## config.mk

```make
export PLATFORM = sky130hd
export DESIGN_NAME = ram_ptr_reg
export DESIGN_NICKNAME = d
export VERILOG_FILES = /design/src/rtl/ram_ptr_pkg.sv /design/src/rtl/digit_stepper.sv /design/src/rtl/imm_decoder.sv /design/src/rtl/ram_ptr_reg.sv
export SDC_FILE = /design/constraint.sdc
export NUM_CORES = 1
export LEC_CHECK = 0
export ABC_AREA = 1
export BUFFER_PORTS_ARGS = -buffer_cell sky130_fd_sc_hd__buf_4
export CORE_MARGIN = 2
export CORE_UTILIZATION = 45
export CTS_BUF_LIST = sky130_fd_sc_hd__clkbuf_8
export DETAILED_ROUTE_END_ITERATION = 10
export HOLD_SLACK_MARGIN = 0.06
export PLACE_DENSITY = 0.73
export SLEW_MARGIN = 20
export SYNTH_ARGS = -nofsm -noshare
export SYNTH_HDL_FRONTEND = slang
export SYNTH_SLANG_ARGS = --single-unit
export TNS_END_PERCENT = 100
```

## constraint.sdc

```tcl
create_clock -name clk -period 1.3 [get_ports clk]
set_input_delay 0.195 -clock clk [delete_from_list [all_inputs] [get_ports clk]]
set_output_delay 0.195 -clock clk [all_outputs]
set_load 0.05 [all_outputs]
```

## src/rtl/ram_ptr_pkg.sv

```systemverilog
package ram_ptr_pkg;

    parameter int OP_W = 4;

    typedef enum logic [OP_W-1:0] {
        OP_NONE       = 4'd0,
        OP_LOAD_MOD   = 4'd1,
        OP_EXCH_MOD   = 4'd2,
        OP_EXCH_INC   = 4'd3,
        OP_EXCH_DEC   = 4'd4,
        OP_STORE_ADV  = 4'd5,
        OP_IMM_SHORT  = 4'd6,
        OP_IMM_LONG   = 4'd7,
        OP_ACC_TO_DIG = 4'd8,
        OP_DIG_TO_ACC = 4'd9,
        OP_SWAP_BANK  = 4'd10
    } op_e;

endpackage

```

## src/rtl/digit_stepper.sv

```systemverilog
// Computes both step directions of the digit field and their wrap flags.
module digit_stepper #(
    parameter int DIG_W = 4
) (
    input  logic [DIG_W-1:0] dig_i,
    output logic [DIG_W-1:0] up_o,
    output logic [DIG_W-1:0] dn_o,
    output logic             up_wrap_o,
    output logic             dn_wrap_o
);
    localparam logic [DIG_W-1:0] DIG_MAX = '1;

    always_comb begin
        up_o      = dig_i + 1'b1;
        dn_o      = dig_i - 1'b1;
        up_wrap_o = (dig_i == DIG_MAX);
        dn_wrap_o = (dig_i == '0);
    end
endmodule

```

## src/rtl/imm_decoder.sv

```systemverilog
// Decodes the immediate-load operands. The short form carries digit minus one
// and is legal only when the code MSB is set (target digit 0 or top half + 1).
module imm_decoder #(
    parameter int BANK_W = 3,
    parameter int ROP_W  = 2,
    parameter int DIG_W  = 4
) (
    input  logic              long_i,
    input  logic [DIG_W-1:0]  code_i,
    input  logic [ROP_W-1:0]  bank_op_i,
    output logic              ok_o,
    output logic [BANK_W-1:0] bank_o,
    output logic [DIG_W-1:0]  dig_o
);
    generate
        if (ROP_W < BANK_W) begin : g_zext
            assign bank_o = {{(BANK_W-ROP_W){1'b0}}, bank_op_i};
        end else begin : g_trunc
            assign bank_o = bank_op_i[BANK_W-1:0];
        end
    endgenerate

    always_comb begin
        ok_o  = long_i | code_i[DIG_W-1];
        dig_o = long_i ? code_i : code_i + 1'b1;
    end
endmodule

```

## src/rtl/ram_ptr_reg.sv

```systemverilog
module ram_ptr_reg
    import ram_ptr_pkg::*;
#(
    parameter int BANK_W = 3,
    parameter int DIG_W  = 4,
    parameter int ROP_W  = 2,
    parameter int ACC_W  = 4
) (
    input  logic                    clk,
    input  logic                    rst_n,
    input  logic                    op_valid_i,
    input  logic [OP_W-1:0]         op_i,
    input  logic [ACC_W-1:0]        acc_i,
    input  logic [ROP_W-1:0]        bank_op_i,
    input  logic [DIG_W-1:0]        dig_op_i,
    output logic [BANK_W+DIG_W-1:0] ptr_o,
    output logic [ACC_W-1:0]        acc_o,
    output logic                    acc_we_o,
    output logic                    skip_o
);
    localparam int PTR_W = BANK_W + DIG_W;
    localparam logic [DIG_W-1:0] DIG_MAX = '1;

    typedef struct packed {
        logic [BANK_W-1:0] bank;
        logic [DIG_W-1:0]  dig;
        logic [ACC_W-1:0]  acc;
        logic              acc_we;
        logic              skip;
        logic              chain;
    } state_t;

    state_t st_d, st_q;

    logic [DIG_W-1:0]  dig_up, dig_dn;
    logic              up_wrap, dn_wrap;
    logic              imm_ok;
    logic [BANK_W-1:0] imm_bank;
    logic [DIG_W-1:0]  imm_dig;
    logic [ACC_W-1:0]  bank_as_acc;
    op_e               op;

    assign op = op_e'(op_i);

    digit_stepper #(.DIG_W(DIG_W)) u_step (
        .dig_i     (st_q.dig),
        .up_o      (dig_up),
        .dn_o      (dig_dn),
        .up_wrap_o (up_wrap),
        .dn_wrap_o (dn_wrap)
    );

    imm_decoder #(.BANK_W(BANK_W), .ROP_W(ROP_W), .DIG_W(DIG_W)) u_imm (
        .long_i    (op == OP_IMM_LONG),
        .code_i    (dig_op_i),
        .bank_op_i (bank_op_i),
        .ok_o      (imm_ok),
        .bank_o    (imm_bank),
        .dig_o     (imm_dig)
    );

    generate
        if (ACC_W > BANK_W) begin : g_acc_zext
            assign bank_as_acc = {{(ACC_W-BANK_W){1'b0}}, st_q.bank};
        end else begin : g_acc_trunc
            assign bank_as_acc = st_q.bank[ACC_W-1:0];
        end
    endgenerate

    always_comb begin
        st_d        = st_q;
        st_d.acc    = '0;
        st_d.acc_we = 1'b0;
        st_d.skip   = 1'b0;
        if (op_valid_i) begin
            st_d.chain = 1'b0;
            unique case (op)
                OP_LOAD_MOD, OP_EXCH_MOD: begin
                    st_d.bank = st_q.bank ^ imm_bank;
                end
                OP_EXCH_INC: begin
                    st_d.bank = st_q.bank ^ imm_bank;
                    st_d.dig  = dig_up;
                    st_d.skip = up_wrap;
                end
                OP_EXCH_DEC: begin
                    st_d.bank = st_q.bank ^ imm_bank;
                    st_d.dig  = dig_dn;
                    st_d.skip = dn_wrap;
                end
                OP_STORE_ADV: begin
                    st_d.dig = dig_up;
                end
                OP_IMM_SHORT, OP_IMM_LONG: begin
                    if (imm_ok) begin
                        st_d.chain = 1'b1;
                        if (st_q.chain) begin
                            st_d.skip = 1'b1;
                        end else begin
                            st_d.bank = imm_bank;
                            st_d.dig  = imm_dig;
                        end
                    end
                end
                OP_ACC_TO_DIG: begin
                    st_d.dig = acc_i[DIG_W-1:0];
                end
                OP_DIG_TO_ACC: begin
                    st_d.acc    = ACC_W'(st_q.dig);
                    st_d.acc_we = 1'b1;
                end
                OP_SWAP_BANK: begin
                    st_d.acc    = bank_as_acc;
                    st_d.acc_we = 1'b1;
                    st_d.bank   = acc_i[BANK_W-1:0];
                end
                default: begin
                end
            endcase
        end
    end

    always_ff @(posedge clk) begin
        if (!rst_n) begin
            st_q <= '0;
        end else begin
            st_q <= st_d;
        end
    end

    assign ptr_o    = {st_q.bank, st_q.dig};
    assign acc_o    = st_q.acc;
    assign acc_we_o = st_q.acc_we;
    assign skip_o   = st_q.skip;

    // bank operand is XORed in, digit untouched
    p_bank_xor_r2: assert property (@(posedge clk) disable iff (!rst_n)
        (op_valid_i && op_i == OP_LOAD_MOD) |=>
            (ptr_o[PTR_W-1:DIG_W] == ($past(ptr_o[PTR_W-1:DIG_W]) ^ BANK_W'($past(bank_op_i))))
            && (ptr_o[DIG_W-1:0] == $past(ptr_o[DIG_W-1:0])) && !skip_o);

    // increment wraps top digit to zero and skips
    p_inc_wrap_r3: assert property (@(posedge clk) disable iff (!rst_n)
        (op_valid_i && op_i == OP_EXCH_INC && ptr_o[DIG_W-1:0] == DIG_MAX) |=>
            (ptr_o[DIG_W-1:0] == '0) && skip_o);

    // decrement wraps zero to top digit and skips
    p_dec_wrap_r4: assert property (@(posedge clk) disable iff (!rst_n)
        (op_valid_i && op_i == OP_EXCH_DEC && ptr_o[DIG_W-1:0] == '0) |=>
            (ptr_o[DIG_W-1:0] == DIG_MAX) && skip_o);

    // store-and-advance never skips and keeps the bank
    p_store_noskip_r5: assert property (@(posedge clk) disable iff (!rst_n)
        (op_valid_i && op_i == OP_STORE_ADV) |=>
            !skip_o && $stable(ptr_o[PTR_W-1:DIG_W]));

    // a chained long load is suppressed and skipped
    p_chain_hold_r8: assert property (@(posedge clk) disable iff (!rst_n)
        (op_valid_i && op_i == OP_IMM_LONG && st_q.chain) |=>
            $stable(ptr_o) && skip_o);

    // digit copy appears on the accumulator with its strobe
    p_dig_copy_r9: assert property (@(posedge clk) disable iff (!rst_n)
        (op_valid_i && op_i == OP_DIG_TO_ACC) |=>
            acc_we_o && (acc_o == ACC_W'($past(ptr_o[DIG_W-1:0]))));

    // idle cycles freeze the pointer
    p_idle_r12: assert property (@(posedge clk) disable iff (!rst_n)
        !op_valid_i |=> $stable(ptr_o) && !skip_o && !acc_we_o);

endmodule

```

* Word-level counts from Yosys, hierarchy flattened
Cells that the tools add are included.
Storage, ports and cells: bits in registers 14, input port bits 17, word-level logic and storage cells 43, output and inout bits 13
Operators by class: equality and inequality tests 13, add/sub/neg operators 3, bitwise logic cells 2, reductions and logical operators 9, muxes and demuxes 10
Operators with widths (count):
- $eq 4x3->1 const B | 4
- $eq 4x4->1 const B | 4
- $pmux 4 s4 | 1
- $mux 7 | 2
- $pmux 5 s2 | 1
- $pmux 3 s3 | 1
- $add 4x1->4 const B | 2
- $eq 4x2->1 const B | 2
- $reduce_and 4->1 | 2
- $eq 4x1->1 const B | 1
- $logic_not 4->1 | 1
- $mux 4 | 1
- $ne 2x2->1 const B | 2
- $reduce_bool 4->1 | 1
- $reduce_or 2->1 | 2
- $reduce_or 4->1 | 1
- $sub 4x1->4 const B | 1
- $pmux 1 s3 | 1
- $reduce_bool 3->1 | 1
- $xor 3x2->3 | 1
- $mux 1 | 2
- $mux 2 | 1
- $reduce_and 2->1 | 1
- $or 1x1->1 | 1

* Longest topological paths before layout
Gate-level depths: netlist of the first run.
word-level depth 5, gate-level depth with buffers 14, mapped depth without buffers 14

* By module
A second synthesis of the first run with hierarchy kept.
Second synthesis, totals: cell total of the unflattened synthesis 220, area total of the unflattened synthesis 1347.5 um2
Modules (own cells, without submodules):
- ram_ptr_reg | area each 1079.8 um2, seq. area each 280.3 um2, cells each 173, times used 1
- digit_stepper | area each 142.6 um2, seq. area each 0.0 um2, cells each 22, times used 1
- imm_decoder | area each 125.1 um2, seq. area each 0.0 um2, cells each 25, times used 1

* Worst setup path before layout of the first run
Ideal clock, no wire load.
path type input -> register, from in op_i[0], to reg st_q, in the netlist ptr_o[1], buffers on the path 0, library setup time 116 ps, cell stages on the path 12, arrival 1245 ps, path slack -61 ps, data required time 1184 ps, cells stage by stage inv_2 > nor2_4 > nand2_2 > nand2_4 > nand2_1 > nand2_1 > inv_1 > ha_1 > nand2_1 > nand3_1 > o21ai_0 > nor2_1
Between the ends: longest elaborated chain between the ends 5, elaborated cells between the ends (all ways) 17, those cells by class eq/ne (8); mux (4); bitwise (1); reduce/logical (4)
RTL lines:
- start: declaration | line ram_ptr_reg.sv:12 | input logic [OP_W-1:0] op_i,
- $eq 4x3->1 | line ram_ptr_reg.sv:54, ram_ptr_reg.sv:77
- $mux 4 | line imm_decoder.sv:25 | dig_o = long_i ? code_i : code_i + 1'b1;
- $mux 7 | line ram_ptr_reg.sv:97 | if (st_q.chain) begin
- $mux 7 | line ram_ptr_reg.sv:95 | if (imm_ok) begin
- $pmux 4 s4 | line ram_ptr_reg.sv:77 | unique case (op)
- end signal: assignment | line ram_ptr_reg.sv:127 | st_q <= st_d;
- end: declaration | line ram_ptr_reg.sv:33 | state_t st_d, st_q;
Parallel ways exist; a longest one is shown, timed or not. The select of a mux whose other input is x is not followed. A chain may end at the register's enable or synchronous reset.

* Final worst setup path of the first run
from reg st_q, in the netlist ptr_o[1], to reg st_q, in the netlist ptr_o[1]
Between the ends: longest elaborated chain between the ends 2, elaborated cells between the ends (all ways) 3, those cells by class add/sub (2); mux (1)
RTL lines (line):
- $add 4x1->4 / $sub 4x1->4 (equally long branches) | digit_stepper.sv:14, digit_stepper.sv:15
- $pmux 4 s4 * | ram_ptr_reg.sv:77
Every way passes the cells marked *; elsewhere a longest branch is shown, timed or not.

==> impl_metrics.ini, run 1 <==
[cells_and_area]
antenna_cells = 0
final_common_cell = nand2_1
fill_cells = 213
area_delta_synth_final_pct = 38.03
utilization_pct = 67.48
drive_gt1_share_pct = 32.46
nets = 248
final_cell_mix = nand2_1 (55), buf_4 (53), nand3_1 (27), inv_1 (14), a21oi_1 (14)

[place]
hpwl_um = 2447
gp_congestion = 0.8605
port_buffers = 29

[yosys]
synth.distinct_cells = 19
synth-seq-cells = 14
synth_nets = 201
ys_warn_count = 0
yosys.area.top_type = dfxtp_1
synthesis.area_um2 = 1102
synth_top_area_share_pct = 25.43
synth_area_leaders = dfxtp_1 (25%), nand2_1 (19%), nand3_1 (12%)
post_synth_fa_ha_maj_area_fraction_pct = 2.270
avgSynthCellArea_um2 = 6.057
yosysSeqAreaShare_pct = 25.43
synth-simple-area-share_pct = 46.99
synth_xor_area_share_pct = 1.589
synth_compound_area_share_pct = 9.762
muxShareOfSynthArea_pct = 0
syn_inst = 182
synth_top_family_by_area = simple AND/OR/NAND/NOR gates

[power]
p_seq_share_pct = 35.1
p_per_area_nw_per_um2 = 872.7
p_sw_share_pct = 32.57
p_sw_uw = 432.5
leakage_nw = 0.7788
pwr-share-clk_pct = 32.5
combPwrFrac_pct = 32.4
p_int_uw = 895.3
peakVddDrop_mv = 1.122

[setup_path]
reg2reg_depth = 8
critical_path_class = flop to flop
end_kind = flop
startpoint_type = flop
path_cells = nand3_1 -> nand2_1 -> inv_1 -> ha_1 -> nand2_1 -> nand3_1 -> o21ai_1 -> nor2_1
worstPathRequired_ns = 1.44
slowest_stage = dfxtp_2
cp_data_arrival_time_ns = 1.36
worstPathMaxFanout = 3
cpPeakStageDelay_ns = 0.34

[global_route]
busiest_layer = met2
gr-usage-met2_pct = 39.92
grt_antenna_before_repair = 0
grt_pass1_vias = 1189
grt_use_met3_pct = 6.780
use_met1_pct = 29.08
grt_start_max_net_pins = 9
overflow = 0
grt_first_pass_wirelength_um = 4968
grt_usage_pct = 23.83

[clock_network]
clock_latency_ns = 0.25
clk_pin_slew_ns = 0.06
htreeDepth = 1
cts_inserted_buffers = 3
tritoncts = built
ctsHoldBuffers = 0
cts-root-buf = clkbuf_8
clockBufferDepth = 2
clock_sinks = 14

[die]
design.die.area_um2 = 2862
fp.dieW_um = 53.50
die_h_um = 53.50
core_um2 = 2255
num_rows = 17
boundaryPins = 30
start_util_pct = 48.89

[timing]
skew_ns = 0.002067
finalMaxSlewViolations = 0
rsz0062_at_grt = false
tightest_slew_ns = 0.2501
finalSetupViolCount = 0
final-hold-violation-count = 0
period_share_pct = 93.72
fin_hold_ws_ns = 0.1503
max_freq_ghz = 0.8207
period_minus_slack_ns = 1.218
relSlewSlack_pct = 83.28

[route]
wl_per_cell_um = 11.65
firstDrtPassIters = 4
antenna_left = 0
num_vias = 1307
drt-total-wl_um = 2983
viasPerCell = 5.105
drt-initial-drc-count = 41
route.detailed.drc = 0

[min_path]
holdPathStages = 2
hp-class = primary input to flop

[flow_run]
drv_cap = 0

[status]
status = finished, final reports clean
## routing by layer
| metal | part of all wire (%) | vias to the layer above |
|---|---|---|
| li1 | - | 672 |
| met3 | 7.7 | 2 |
| met1 | 43 | 584 |
| met4 | 0.67 | 0 |
| met2 | 48 | 49 |
| met5 | 0 | - |
## registers in the layout (all words and copies together) (netlist names)
signal    count
acc_o         4
st_q          1
skip_o        1
acc_we_o      1
ptr_o         7
## kinds of logic after synthesis
| family | count (synthesis) |
|---|---|
| buf+inv | 30 |
| compound gates | 21 |
| xor+xnor | 2 |
| fa+ha+maj | 2 |
| simple gates | 113 |
| flops | 14 |
## layout make-up
class                   instances  area, um^2  area share, %
clock buffers                   4       55.05          3.618
inverters                      19       73.82          4.852
multi-input cells             138       678.2          44.57
flip-flops and latches         14       281.5          18.50
well taps                      28       35.03          2.303
repair buffers                 53       397.9          26.15
## power groups by stage
stage                     registers, mW  clock network, mW  logic, mW
after floorplan                   0.474                  0      0.260
after global placement            0.474                  0      0.410
after detailed placement          0.475                  0      0.421
after CTS                         0.465              0.435      0.422
after global routing              0.468              0.455      0.475
final                             0.467              0.431      0.430
## Yosys cell counts
cell,count
nand2_2,2
nand3_1,27
nand4_1,3
buf_4,11
inv_2,4
nor2_2,2
nand2_1,55
xor2_1,2
nor2_4,1
inv_1,15
nor3_1,5
o21ai_0,6
nand2_4,3
a21oi_1,14
nor2_1,14
nand3_2,1
ha_1,2
a21boi_0,1
dfxtp_1,14
## worst max-delay path: cells and delay by family (launching register included)
| kind | cells | cell delay (ns) |
|---|---|---|
| AO/OA/AOI/OAI | 1 | 0.12 |
| flip-flops | 1 | 0.34 |
| AND/OR/NAND/NOR | 5 | 0.34 |
| buffers and inverters | 1 | 0.04 |
| adder cells (fa/ha/maj) | 1 | 0.26 |
## path summary, 6_finish.rpt
check,from,to,slack (ns)
setup / recovery,ptr_o[1],ptr_o[1],0.08
hold / removal,op_valid_i,st_q[0],0.15
setup reg to reg,ptr_o[1],ptr_o[1],0.08
hold reg to reg,ptr_o[4],acc_o[0],0.51
## through the flow
stage | power (mW) | setup WS, ns | std cells | area, um^2 | TNS [ns]
global placement | 0.8838 | -0.1355 | 251 | 1448 | -0.3045
finish | 1.328 | 0.08160 | 256 | 1521 | 0
floorplan | 0.7343 | -0.05615 | 182 | 1105 | -0.05615
global route | 1.398 | 0.0001529 | 256 | 1521 | 0
detailed placement | 0.8953 | -0.1942 | 251 | 1448 | -0.4440
CTS | 1.323 | 0.03509 | 255 | 1503 | 0
## timing repair
action,CTS,global route
endpoints found under the setup margin,0,1
gates resized for setup,0,5
buffers inserted,0,1
Power figures use the tool's default switching activity.
==> run 2, diff against run 1 <==
Settings changed: ABC_AREA 1 to default.
==> run 2 against run 1 <==
Effect of this change: the run now ends with setup timing left; first-iteration DRC count up 34%; critical path depth down 2; total power up 9.2%; area after synthesis down 1.7%; cell count down 17%; clock power about the same; sequential cell count unchanged; largest cell class unchanged; highest routed layer unchanged.
==> impl_metrics.ini, run 2 <==
[timing]
finalMaxSlewViolations = 0
period_share_pct = 117.3
relSlewSlack_pct = 78.32
rsz0062_at_grt = true
fin_ws_ns = -0.2245
final-hold-violation-count = 0
skew_ns = 0.002869
max_freq_ghz = 0.6560
period_minus_slack_ns = 1.524
tightest_slew_ns = 0.3237
finalSetupViolCount = 6

[route]
met3_length_um = 209
wl_per_cell_um = 16.56
antenna_left = 0
wl_met2_um = 1798
route.detailed.drc = 0
highest_layer = met4
viasPerCell = 5.817
drt-total-wl_um = 3527
drt-initial-drc-count = 55
wl_met1_um = 1422
num_vias = 1239
firstDrtPassIters = 4

[clock_network]
clock_sinks = 14
clockBufferDepth = 2
tritoncts = built
cts-root-buf = clkbuf_8
clock_latency_ns = 0.24
ctsHoldBuffers = 0
clk_pin_slew_ns = 0.06
cts_inserted_buffers = 3
htreeDepth = 1

[yosys]
synthesis.area_um2 = 1084
synth.most_common_cell = dfxtp_1
synthTopCellsByCount = dfxtp_1 (14), buf_4 (13), nand2_1 (11), nor2_1 (11), o21ai_0 (7)
synth.distinct_cells = 42
post_synth_fa_ha_maj_area_fraction_pct = 2.309
synth_xor_area_share_pct = 4.042
yosysSeqAreaShare_pct = 25.87
synth-seq-cells = 14
synth_top_area_share_pct = 25.87
syn_inst = 130
synth-simple-area-share_pct = 29.21
avgSynthCellArea_um2 = 8.335
async_flop_share_pct = 0
synth_top_family_by_area = simple AND/OR/NAND/NOR gates
synth_compound_area_share_pct = 22.06
ys_warn_count = 0
synth_area_leaders = dfxtp_1 (26%), buf_4 (9.0%), a22oi_1 (4.2%)
synth_nets = 149
yosys.area.top_type = dfxtp_1
synth-edff-count = 0
synthFlopType = dfxtp_1
muxShareOfSynthArea_pct = 5.196

[power]
p_seq_share_pct = 32.0
pwr-share-clk_pct = 29.6
p_int_uw = 993.1
p_sw_uw = 456.7
p_sw_share_pct = 31.50
combPwrFrac_pct = 38.4
leakage_nw = 0.8013
p_per_area_nw_per_um2 = 827.7
peakVddDrop_mv = 0.6998

[global_route]
grt_first_pass_wirelength_um = 5292
grt_antenna_before_repair = 0
grt_usage_pct = 25.62
overflow = 0
grt_start_max_net_pins = 13
grt_pass1_vias = 1167

[die]
die_h_um = 53.07
fp.dieW_um = 53.07
design.die.area_um2 = 2816
num_rows = 17
boundaryPins = 30
start_util_pct = 48.06
core_um2 = 2255

[setup_path]
startpoint_type = flop
r2r-start = ptr_o[1]
critical_path_class = flop to flop
end_kind = flop
crit_family = compound AO/OA/AOI/OAI gates
cpPeakStageDelay_ns = 0.35
cp-startpoint = ptr_o[1]
worstPathRequired_ns = 1.42
cp.buffers_inverters = 0
worstPathMaxFanout = 2
slowest_stage = dfxtp_2
cp_data_arrival_time_ns = 1.64
path_cells = xor2_1 -> ha_1 -> nor2_1 -> mux2_4 -> a222oi_1 -> o22ai_1

[place]
hpwl_um = 2286
port_buffers = 29
placed_cell_area_um2 = 1470
gp_congestion = 0.9316
dp_cells = 201

[min_path]
hp-class = primary input to flop
min-delay-start = acc_i[2]

[cells_and_area]
final_common_cell = buf_4
final_cell_mix = buf_4 (56), dfxtp_1 (13), nor2_1 (11), nand2_1 (10), buf_6 (9)
final_area_um2 = 1752
largest_register_ffs = 7
nets = 205
drive_gt1_share_pct = 54.59
area_delta_synth_final_pct = 61.66
final_cells = 213
antenna_cells = 0

[flow_run]
drv_cap = 0

[status]
status = finished with violations
violations = setup timing
-- run 2: cell families (layout without fill, tap and decap cells) --
family | Yosys count | count (layout)
XOR/XNOR | 5 | 5
buffers and inverters | 19 | 74
AND/OR/NAND/NOR | 51 | 51
multiplexers | 5 | 5
flip-flops | 14 | 14
AO/OA/AOI/OAI | 34 | 34
adder cells (fa/ha/maj) | 2 | 2
-- run 2: final timing paths --
path	to	slack, ns	cells after the start
max	ptr_o[2]	-0.22	6
min	ptr_o[6]	0.25	3
max reg2reg	ptr_o[2]	-0.22	6
min reg2reg	ptr_o[6]	0.49	2
-- run 2: area by class of cell --
cell class | count | area (um^2)
fill | 156 | 503.0
inverter | 2 | 7.507
sequential | 14 | 281.5
timing repair buffer | 68 | 571.8
clock buffer | 4 | 55.05
tap | 28 | 35.03
multi-input combinational | 97 | 800.8
-- run 2: power groups by stage --
stage / clock (mW) / sequential [mW] / combinational (mW)
floorplan: 0 / 0.477 / 0.274
global placement: 0 / 0.470 / 0.431
detailed placement: 0 / 0.471 / 0.445
CTS: 0.425 / 0.463 / 0.522
global route: 0.449 / 0.465 / 0.587
finish: 0.429 / 0.464 / 0.556
-- run 2: routing by layer --
| metal | up-vias | global-route usage (%) |
|---|---|---|
| met5 | - | 0 |
| met4 | 0 | 11.97 |
| met3 | 14 | 1.412 |
| met2 | 63 | 45.83 |
| met1 | 583 | 30.99 |
| li1 | 579 | - |
-- run 2: what timing repair did --
action,CTS,global route
gates resized for setup,28,15
pin swaps,17,14
buffers inserted,9,2
setup endpoints to repair,8,10
hold endpoints to repair,0,0
-- run 2: worst register-to-register path, cell delays in order, from the launching register on --
cell      delay, ns
dfxtp_2        0.35
xor2_1         0.15
ha_1           0.18
nor2_1         0.04
mux2_4         0.26
a222oi_1       0.32
o22ai_1        0.10
-- run 2: stage by stage --
step / worst slack, ns / total power [mW] / hold slack (ns) / util [%] / TNS, ns
2_1_floorplan: -0.2693 / 0.7509 / 0.3449 / - / -0.5491
3_3_place_gp: -0.4059 / 0.9011 / 0.4663 / 65.21 / -2.903
3_5_place_dp: -0.4500 / 0.9154 / 0.4729 / 65.21 / -3.093
4_1_cts: -0.2008 / 1.410 / 0.2336 / 75.58 / -0.6016
5_1_grt: -0.2800 / 1.501 / 0.2457 / 77.69 / -1.126
6_report: -0.2245 / 1.450 / 0.2513 / 77.69 / -0.7493
